<file path="src/rtl/ycc_pkg.sv">
`timescale 1ns/1ps
package ycc_pkg;

   // Packed 4:2:2 byte layouts, named from the top byte down
   typedef enum logic [1:0] {
      LAYOUT_CR_Y1_CB_Y0 = 2'd0,
      LAYOUT_CB_Y1_CR_Y0 = 2'd1,
      LAYOUT_Y1_CR_Y0_CB = 2'd2,
      LAYOUT_Y1_CB_Y0_CR = 2'd3
   } layout_e;

   // Staging register select codes
   typedef enum logic [2:0] {
      CSEL_K0    = 3'd0,
      CSEL_K1    = 3'd1,
      CSEL_K2    = 3'd2,
      CSEL_K3    = 3'd3,
      CSEL_K4    = 3'd4,
      CSEL_YOFF  = 3'd5,
      CSEL_COFF  = 3'd6,
      CSEL_NONE  = 3'd7
   } csel_e;

   localparam int NUM_COEF = 5;
   localparam int NUM_CHAN = 3;

endpackage

</file>
<file path="src/rtl/ycc_cfg_regs.sv">
`timescale 1ns/1ps
module ycc_cfg_regs
   import ycc_pkg::*;
#(
   parameter int PIX_W  = 8,
   parameter int COEF_W = 12,
   parameter int DEF_K0 = 'h4A8,
   parameter int DEF_K1 = 'h662,
   parameter int DEF_K2 = 'h191,
   parameter int DEF_K3 = 'h341,
   parameter int DEF_K4 = 'h811,
   parameter int DEF_YOFF = 0,
   parameter int DEF_COFF = 128
) (
   input  logic                              clk,
   input  logic                              rst_n,
   input  logic                              wr_en,
   input  logic [2:0]                        wr_sel,
   input  logic [15:0]                       wr_data,
   input  logic                              commit,
   output logic [NUM_COEF-1:0][COEF_W-1:0]   act_coef,
   output logic [PIX_W-1:0]                  act_yoff,
   output logic [PIX_W-1:0]                  act_coff
);

   logic [NUM_COEF-1:0][COEF_W-1:0] stg_coef;
   logic [PIX_W-1:0]                stg_yoff;
   logic [PIX_W-1:0]                stg_coff;
   logic                            wr_hi_unused;

   assign wr_hi_unused = ^wr_data[15:COEF_W];

   for (genvar k = 0; k < NUM_COEF; k++) begin : g_coef
      localparam int DV = (k == 0) ? DEF_K0 : (k == 1) ? DEF_K1 :
                          (k == 2) ? DEF_K2 : (k == 3) ? DEF_K3 : DEF_K4;
      always_ff @(posedge clk or negedge rst_n) begin
         if (!rst_n) begin
            stg_coef[k] <= COEF_W'(DV);
            act_coef[k] <= COEF_W'(DV);
         end else begin
            if (wr_en && wr_sel == 3'(k)) stg_coef[k] <= wr_data[COEF_W-1:0];
            if (commit)                   act_coef[k] <= stg_coef[k];
         end
      end
   end

   always_ff @(posedge clk or negedge rst_n) begin
      if (!rst_n) begin
         stg_yoff <= PIX_W'(DEF_YOFF);
         stg_coff <= PIX_W'(DEF_COFF);
         act_yoff <= PIX_W'(DEF_YOFF);
         act_coff <= PIX_W'(DEF_COFF);
      end else begin
         if (wr_en && wr_sel == CSEL_YOFF) stg_yoff <= wr_data[PIX_W-1:0];
         if (wr_en && wr_sel == CSEL_COFF) stg_coff <= wr_data[PIX_W-1:0];
         if (commit) begin
            act_yoff <= stg_yoff;
            act_coff <= stg_coff;
         end
      end
   end

   // working set moves only on a commit pulse
   assert_hold_without_commit_R8: assert property (@(posedge clk) disable iff (!rst_n)
      !commit |=> ($stable(act_coef) && $stable(act_yoff) && $stable(act_coff)));

endmodule

</file>
<file path="src/rtl/ycc_unpack.sv">
`timescale 1ns/1ps
module ycc_unpack
   import ycc_pkg::*;
#(
   parameter int PIX_W = 8,
   localparam int WORD_W = 4 * PIX_W
) (
   input  logic               clk,
   input  logic               rst_n,
   input  logic [WORD_W-1:0]  in_data,
   input  logic               in_packed,
   input  logic [1:0]         in_order,
   input  logic               in_valid,
   output logic               in_ready,
   output logic               pix_valid,
   input  logic               pix_take,
   output logic [PIX_W-1:0]   pix_y,
   output logic [PIX_W-1:0]   pix_u,
   output logic [PIX_W-1:0]   pix_v
);

   logic [WORD_W-1:0] word_q;
   logic              packed_q;
   layout_e           order_q;
   logic              phase_q;
   logic              hold_q;
   logic              last_pix;
   logic              pop;
   logic [PIX_W-1:0]  lane [4];
   logic [PIX_W-1:0]  y0, y1, cb, cr;

   for (genvar b = 0; b < 4; b++) begin : g_lane
      assign lane[b] = word_q[b*PIX_W +: PIX_W];
   end

   always_comb begin
      unique case (order_q)
         LAYOUT_CR_Y1_CB_Y0: begin y0 = lane[0]; cb = lane[1]; y1 = lane[2]; cr = lane[3]; end
         LAYOUT_CB_Y1_CR_Y0: begin y0 = lane[0]; cr = lane[1]; y1 = lane[2]; cb = lane[3]; end
         LAYOUT_Y1_CR_Y0_CB: begin cb = lane[0]; y0 = lane[1]; cr = lane[2]; y1 = lane[3]; end
         default:            begin cr = lane[0]; y0 = lane[1]; cb = lane[2]; y1 = lane[3]; end
      endcase
      if (packed_q) begin
         pix_y = phase_q ? y1 : y0;
         pix_u = cb;
         pix_v = cr;
      end else begin
         pix_y = lane[0];
         pix_u = lane[1];
         pix_v = lane[2];
      end
   end

   assign last_pix  = !packed_q || phase_q;
   assign pop       = hold_q && pix_take;
   assign pix_valid = hold_q;
   assign in_ready  = !hold_q || (pix_take && last_pix);

   always_ff @(posedge clk or negedge rst_n) begin
      if (!rst_n) begin
         word_q   <= '0;
         packed_q <= 1'b0;
         order_q  <= LAYOUT_CR_Y1_CB_Y0;
         phase_q  <= 1'b0;
         hold_q   <= 1'b0;
      end else if (in_valid && in_ready) begin
         word_q   <= in_data;
         packed_q <= in_packed;
         order_q  <= layout_e'(in_order);
         phase_q  <= 1'b0;
         hold_q   <= 1'b1;
      end else if (pop) begin
         if (last_pix) hold_q  <= 1'b0;
         else          phase_q <= 1'b1;
      end
   end

   // first half of a pair is always followed by its second half
   assert_pair_second_R6: assert property (@(posedge clk) disable iff (!rst_n)
      (hold_q && packed_q && !phase_q && pix_take) |=> (hold_q && phase_q));

   // no new word while the second pixel is still owed
   assert_pair_blocks_input_R6: assert property (@(posedge clk) disable iff (!rst_n)
      (hold_q && packed_q && !phase_q) |-> !in_ready);

endmodule

</file>
<file path="src/rtl/ycc_mac_stage.sv">
`timescale 1ns/1ps
module ycc_mac_stage
   import ycc_pkg::*;
#(
   parameter int PIX_W  = 8,
   parameter int COEF_W = 12,
   localparam int DIFF_W = PIX_W + 2,
   localparam int PROD_W = COEF_W + 1 + DIFF_W
) (
   input  logic                              clk,
   input  logic                              rst_n,
   input  logic                              up_valid,
   output logic                              up_ready,
   input  logic [PIX_W-1:0]                  in_y,
   input  logic [PIX_W-1:0]                  in_u,
   input  logic [PIX_W-1:0]                  in_v,
   input  logic [NUM_COEF-1:0][COEF_W-1:0]   coef,
   input  logic [PIX_W-1:0]                  yoff,
   input  logic [PIX_W-1:0]                  coff,
   output logic                              dn_valid,
   input  logic                              dn_ready,
   output logic [NUM_COEF-1:0][PROD_W-1:0]   prod
);

   logic signed [DIFF_W-1:0] dy, du, dv;
   logic [NUM_COEF-1:0][PROD_W-1:0] prod_d;

   assign dy = $signed({2'b00, in_y}) - $signed({2'b00, yoff});
   assign du = $signed({2'b00, in_u}) - $signed({2'b00, coff});
   assign dv = $signed({2'b00, in_v}) - $signed({2'b00, coff});

   // k0 weights luma, k1/k3 weight Cr, k2/k4 weight Cb
   for (genvar k = 0; k < NUM_COEF; k++) begin : g_mul
      logic signed [DIFF_W-1:0] opnd;
      if (k == 0) begin : g_luma
         assign opnd = dy;
      end else if (k == 1 || k == 3) begin : g_cr
         assign opnd = dv;
      end else begin : g_cb
         assign opnd = du;
      end
      assign prod_d[k] = PROD_W'($signed({1'b0, coef[k]}) * opnd);
   end

   assign up_ready = !dn_valid || dn_ready;

   always_ff @(posedge clk or negedge rst_n) begin
      if (!rst_n) begin
         dn_valid <= 1'b0;
         prod     <= '0;
      end else if (up_ready) begin
         dn_valid <= up_valid;
         if (up_valid) prod <= prod_d;
      end
   end

endmodule

</file>
<file path="src/rtl/ycc_sat_stage.sv">
`timescale 1ns/1ps
module ycc_sat_stage
   import ycc_pkg::*;
#(
   parameter int PIX_W  = 8,
   parameter int COEF_W = 12,
   parameter int FRAC_W = 10,
   localparam int DIFF_W = PIX_W + 2,
   localparam int PROD_W = COEF_W + 1 + DIFF_W,
   localparam int SUM_W  = PROD_W + 2
) (
   input  logic                              clk,
   input  logic                              rst_n,
   input  logic                              up_valid,
   output logic                              up_ready,
   input  logic [NUM_COEF-1:0][PROD_W-1:0]   prod,
   output logic                              out_valid,
   input  logic                              out_ready,
   output logic [NUM_CHAN*PIX_W-1:0]         out_rgb
);

   localparam logic signed [SUM_W-1:0] MAXV = SUM_W'((1 << PIX_W) - 1);

   logic signed [SUM_W-1:0] p [NUM_COEF];
   logic signed [SUM_W-1:0] ch_sum [NUM_CHAN];
   logic [NUM_CHAN*PIX_W-1:0] rgb_d;

   for (genvar k = 0; k < NUM_COEF; k++) begin : g_ext
      assign p[k] = SUM_W'($signed(prod[k]));
   end

   assign ch_sum[0] = p[0] + p[1];
   assign ch_sum[1] = p[0] - p[2] - p[3];
   assign ch_sum[2] = p[0] + p[4];

   for (genvar c = 0; c < NUM_CHAN; c++) begin : g_chan
      logic signed [SUM_W-1:0] sh;
      logic [PIX_W-1:0]        clamped;
      assign sh = ch_sum[c] >>> FRAC_W;
      always_comb begin
         if (sh < 0)         clamped = '0;
         else if (sh > MAXV) clamped = '1;
         else                clamped = sh[PIX_W-1:0];
      end
      assign rgb_d[(NUM_CHAN-c)*PIX_W-1 -: PIX_W] = clamped;
   end

   assign up_ready = !out_valid || out_ready;

   always_ff @(posedge clk or negedge rst_n) begin
      if (!rst_n) begin
         out_valid <= 1'b0;
         out_rgb   <= '0;
      end else if (up_ready) begin
         out_valid <= up_valid;
         if (up_valid) out_rgb <= rgb_d;
      end
   end

   // a stalled pixel stays put
   assert_out_hold_R9: assert property (@(posedge clk) disable iff (!rst_n)
      (out_valid && !out_ready) |=> (out_valid && $stable(out_rgb)));

endmodule

</file>
<file path="src/rtl/ycc2rgb_conv.sv">
`timescale 1ns/1ps
module ycc2rgb_conv
   import ycc_pkg::*;
#(
   parameter int PIX_W    = 8,
   parameter int COEF_W   = 12,
   parameter int FRAC_W   = 10,
   parameter int DEF_K0   = 'h4A8,
   parameter int DEF_K1   = 'h662,
   parameter int DEF_K2   = 'h191,
   parameter int DEF_K3   = 'h341,
   parameter int DEF_K4   = 'h811,
   parameter int DEF_YOFF = 0,
   parameter int DEF_COFF = 128,
   localparam int WORD_W  = 4 * PIX_W,
   localparam int RGB_W   = NUM_CHAN * PIX_W,
   localparam int PROD_W  = COEF_W + 1 + PIX_W + 2
) (
   input  logic               clk,
   input  logic               rst_n,
   input  logic [WORD_W-1:0]  in_data,
   input  logic               in_packed,
   input  logic [1:0]         in_order,
   input  logic               in_valid,
   output logic               in_ready,
   output logic [RGB_W-1:0]   out_rgb,
   output logic               out_valid,
   input  logic               out_ready,
   input  logic               cfg_we,
   input  logic [2:0]         cfg_sel,
   input  logic [15:0]        cfg_data,
   input  logic               cfg_commit
);

   if (PIX_W < 4 || PIX_W > 12) begin : g_bad_pix
      $error("PIX_W out of range");
   end
   if (COEF_W <= PIX_W || COEF_W > 16) begin : g_bad_coef
      $error("COEF_W must exceed PIX_W and fit the write port");
   end
   if (FRAC_W < 1 || FRAC_W >= COEF_W + PIX_W) begin : g_bad_frac
      $error("FRAC_W out of range");
   end

   logic [NUM_COEF-1:0][COEF_W-1:0] act_coef;
   logic [PIX_W-1:0]                act_yoff, act_coff;
   logic                            s1_valid, s2_ready, s2_valid, s3_ready;
   logic [PIX_W-1:0]                s1_y, s1_u, s1_v;
   logic [NUM_COEF-1:0][PROD_W-1:0] s2_prod;

   ycc_cfg_regs #(
      .PIX_W(PIX_W), .COEF_W(COEF_W),
      .DEF_K0(DEF_K0), .DEF_K1(DEF_K1), .DEF_K2(DEF_K2),
      .DEF_K3(DEF_K3), .DEF_K4(DEF_K4),
      .DEF_YOFF(DEF_YOFF), .DEF_COFF(DEF_COFF)
   ) u_cfg (
      .clk(clk), .rst_n(rst_n),
      .wr_en(cfg_we), .wr_sel(cfg_sel), .wr_data(cfg_data), .commit(cfg_commit),
      .act_coef(act_coef), .act_yoff(act_yoff), .act_coff(act_coff)
   );

   ycc_unpack #(.PIX_W(PIX_W)) u_unpack (
      .clk(clk), .rst_n(rst_n),
      .in_data(in_data), .in_packed(in_packed), .in_order(in_order),
      .in_valid(in_valid), .in_ready(in_ready),
      .pix_valid(s1_valid), .pix_take(s2_ready),
      .pix_y(s1_y), .pix_u(s1_u), .pix_v(s1_v)
   );

   ycc_mac_stage #(.PIX_W(PIX_W), .COEF_W(COEF_W)) u_mac (
      .clk(clk), .rst_n(rst_n),
      .up_valid(s1_valid), .up_ready(s2_ready),
      .in_y(s1_y), .in_u(s1_u), .in_v(s1_v),
      .coef(act_coef), .yoff(act_yoff), .coff(act_coff),
      .dn_valid(s2_valid), .dn_ready(s3_ready), .prod(s2_prod)
   );

   ycc_sat_stage #(.PIX_W(PIX_W), .COEF_W(COEF_W), .FRAC_W(FRAC_W)) u_sat (
      .clk(clk), .rst_n(rst_n),
      .up_valid(s2_valid), .up_ready(s3_ready), .prod(s2_prod),
      .out_valid(out_valid), .out_ready(out_ready), .out_rgb(out_rgb)
   );

   // reset empties the output stage
   assert_reset_idle_R1: assert property (@(posedge clk)
      !rst_n |=> !out_valid);

   // an output appears only after something entered the pipeline
   assert_no_phantom_R9: assert property (@(posedge clk) disable iff (!rst_n)
      (!out_valid && !s2_valid) |=> !out_valid);

endmodule

</file>
<file path="config.mk">
export PLATFORM = sky130hd
export DESIGN_NAME = ycc2rgb_conv
export DESIGN_NICKNAME = d
export VERILOG_FILES = /design/src/rtl/ycc_pkg.sv /design/src/rtl/ycc_cfg_regs.sv /design/src/rtl/ycc_unpack.sv /design/src/rtl/ycc_mac_stage.sv /design/src/rtl/ycc_sat_stage.sv /design/src/rtl/ycc2rgb_conv.sv
export SDC_FILE = /design/constraint.sdc
export NUM_CORES = 2
export LEC_CHECK = 0
export BUFFER_PORTS_ARGS = -buffer_cell sky130_fd_sc_hd__buf_2
export CAP_MARGIN = 20
export CORE_MARGIN = 4
export CORE_UTILIZATION = 40
export CTS_CLUSTER_SIZE = 10
export DETAILED_ROUTE_END_ITERATION = 10
export PLACE_DENSITY_LB_ADDON = 0.2
export SYNTH_ARGS = -nofsm -noshare
export SYNTH_HDL_FRONTEND = slang
export SYNTH_HIERARCHICAL = 1
export SYNTH_SLANG_ARGS = --single-unit
export TNS_END_PERCENT = 5
</file>
<file path="constraint.sdc">
create_clock -name clk -period 15.5 [get_ports clk]
set_input_delay 3.1 -clock clk [delete_from_list [all_inputs] [get_ports clk]]
set_output_delay 3.1 -clock clk [all_outputs]
set_load 0.05 [all_outputs]
</file>
==> results by group <==
Outcome
  • Outcome: complete, no violations

Clocking
  • Post-CTS setup buffer count: 0
  • Clock sinks: 325
  • PostCTS Resize Cnt: 0
  • Hold_buf cts: 0
  • # H-tree levels: 2
  • Clock-pin transition on the worst setup and hold timing paths: roughly 0.050 ns
  • Number of CTS-inserted buffers: 44
  • Max Root-Sink Buffers: 3
  • Clk root buf: clkbuf_16
  • Clk_lat worst skew: 0.58 ns
  • CTS tree: built

GRT
  • Initial antenna violation count: 9
  • Global-route wire length before repair: 160000 um
  • Gr usage total: 0.2029
  • Largest net degree at the start of global routing: around 140
  • Congestion Overflow GR: 0
  • Number of global-route vias before repair: 27.75k

Yosys
  • Post-synth EDFFs: 0
  • Post-Synth Simple-Gate Area: 0.1614
  • Dominant cells by area after synthesis: fa_1 (20%), dfrtp_1 (19%), ha_1 (13%)
  • Mean Syn Cell Area: 9.674 sq um
  • Top_reg_cell synth: dfrtp_1
  • Area fraction in compound gates after synthesis: 0.1059
  • Post-Synth Adder-Cell Area: 0.3358
  • Count leader, synth: inv_1
  • Synth cell count leaders: inv_1 (486), ha_1 (400), nand2_1 (384)
  • Synth unique cells: 88
  • Mux contribution to synthesized area: 0.08689
  • Yosys warns: 6
  • Area leader, netlist: fa_1
  • Largest family of logic cells by synthesized area: adder cells
  • Asr flop ratio synth: 1.000
  • Seq/Total Area, Yosys: 0.2180
  • Count of state elements after synthesis: 325
  • Post-synth top area share: 0.2026
  • Syn nets: 4722
  • Post-synthesis xor/xnor area fraction: 0.02122
  • Post-Synthesis Cells: 3882
  • Cell Area, Synth: 37550 sq um

STA
  • Final TNS setup: 0 ns
  • Fin crit share: 0.5788
  • Worst rel slew slack: 0.2158
  • RSZ-0062 raised after global routing: false
  • Fmax: 111.5 MHz
  • Max Clock Skew: 0.01553 ns
  • Final setup fails: 0
  • Endpoints failing hold: 0
  • Final Max Tran Viols: 0
  • Measured slew at the worst slew-check pin: 1.176 ns
  • Fin crit period: 8.972 ns

Floorplan
  • Initial core utilization: 0.4030
  • Die area: between 90000 and 100000 sq um
  • Die Y: 314.4 um
  • Row count: 112
  • # IOs: 86
  • Chip Width: 314.4 um
  • Core Area: between 90000 and 100000 sq um

Setup path
  • WP data arrival: 9.39 ns
  • Crit-path slowest cell: o211a_1
  • CP Class: reg -> reg
  • Cell mode on critical path: fa_1
  • Slowest stage delay, CP: approximately 0.84 ns
  • CP Capture Type: flop
  • Critical path peak fanout: 26
  • Startpoint Class: flop
  • Top delay family on crit path: adder cells
  • Crit path buf inv count: 3
  • CP required: 15.92 ns

Placement
  • Area post-placement: approximately 39000 sq um
  • Post-DP HPWL: 74740 um
  • Gp weighted congestion: 0.8328
  • Port bufs: ~80

Layout
  • Final net count: roughly 4.7k
  • Layout area overhead: 7.806%
  • Layout Cell Area excl Fill: about 40000 sq um
  • Layout cells sized above 1: 0.1275

Route
  • Drt pass-1 iters: 5
  • Drt wl/cell: 19.11 um
  • Final Routed Wirelength: 98680 um
  • Iteration-0 DRC Markers: 1771
  • Via Count: roughly 27k
  • Drt drc: 0
  • Vias per cell: approximately 5.3
  • Antenna-violating nets left: 0

Hold path
  • Hold/Removal Path Class: reg -> reg

Run
  • Max-Cap Viols: 0
registers in the layout, indices dropped and copies added, names as in the netlist, 2 cells and up:
register / cells
u_sat/out_rgb: 24
u_cfg/stg_coff: 8
u_unpack/order_q: 2
u_cfg/stg_yoff: 8
u_cfg/act_yoff: 8
u_cfg/act_coef: 60
u_cfg/stg_coef: 60
u_cfg/act_coff: 8
u_unpack/word_q: 32
u_mac/prod: 110
through the flow:
| step | setup slack, ns | utilization | hold WS [ns] | instances |
|---|---|---|---|---|
| after floorplan | 7.778 | - | 0.4387 | 3882 |
| after global placement | 6.675 | 0.4190 | 0.4519 | 5079 |
| after detailed placement | 6.658 | 0.4190 | 0.4602 | 5079 |
| after CTS | 6.628 | 0.4343 | 0.4740 | 5159 |
| after global routing | 6.018 | 0.4344 | 0.4942 | 5161 |
| final | 6.528 | 0.4345 | 0.4691 | 5163 |
tightest hold or removal path: stages, from the launching register on:
cell and delay (ns):
dfrtp_1 0.34, nand2_1 0.05, nand2_1 0.05
per-layer routing:
| layer | part of all wire | track usage |
|---|---|---|
| met1 | 0.49 | 0.2948 |
| met2 | 0.44 | 0.3149 |
| met3 | 0.050 | 0.03384 |
| met4 | 0.027 | 0.05225 |
| met5 | 0.00034 | 0 |
cell families (layout without fill, tap and decap cells):
| family | Yosys count | in the layout |
|---|---|---|
| other cells | 0 | 3 |
| fa+ha+maj | 780 | 780 |
| compound gates | 596 | 596 |
| buf+inv | 663 | 687 |
| mux | 279 | 279 |
| simple gates | 1148 | 1148 |
| xor+xnor | 91 | 91 |
| flops | 325 | 325 |
cells in the final DEF, fill, tap and decap left out, types with 41 or more instances in the layout:
master / instances
a21o_1: 53
a21oi_1: 135
and2_1: 116
and3_1: 62
buf_2: 79
clkbuf_16: 44
dfrtp_1: 283
dfstp_2: 42
fa_1: 380
ha_1: 400
inv_1: 486
mux2_2: 169
mux2_4: 50
mux2i_1: 53
nand2_1: 383
nand2b_1: 175
nand3_1: 59
nor2_1: 88
nor3_1: 67
nor3b_1: 46
o21ai_0: 129
xnor2_1: 41
xor2_1: 48
path summary, 6_finish.rpt:
check	startpoint	endpoint	slack, ns	cells after the start
worst max-delay path	u_unpack/packed_q$_DFFE_PN0P_	u_mac/prod[59]$_DFFE_PN0P_	6.53	25
worst min-delay path	u_mac/prod[69]$_DFFE_PN0P_	u_mac/prod[69]$_DFFE_PN0P_	0.47	2
worst max register to register	u_unpack/packed_q$_DFFE_PN0P_	u_mac/prod[59]$_DFFE_PN0P_	6.53	25
worst min register to register	u_mac/prod[69]$_DFFE_PN0P_	u_mac/prod[69]$_DFFE_PN0P_	0.47	2
max in group asynchronous	rst_n	u_cfg/stg_coef[19]$_DFFE_PN0P_	11.40	2
min in group asynchronous	rst_n	u_mac/prod[67]$_DFFE_PN0P_	2.64	1
layout make-up:
cell class,instances,area [sq um]
fillers,9142,52700
clock inverters,15,185.2
diodes,3,7.507
inverters,486,1824
clock buffers,65,1240
repair buffers,121,730.7
well taps,1254,1569
multi-input cells,2894,26740
flip-flops and latches,325,8185
Power is left out: the tool's default activity adds up to more than one toggle a clock period on the data nets, which glitch-free logic cannot reach.
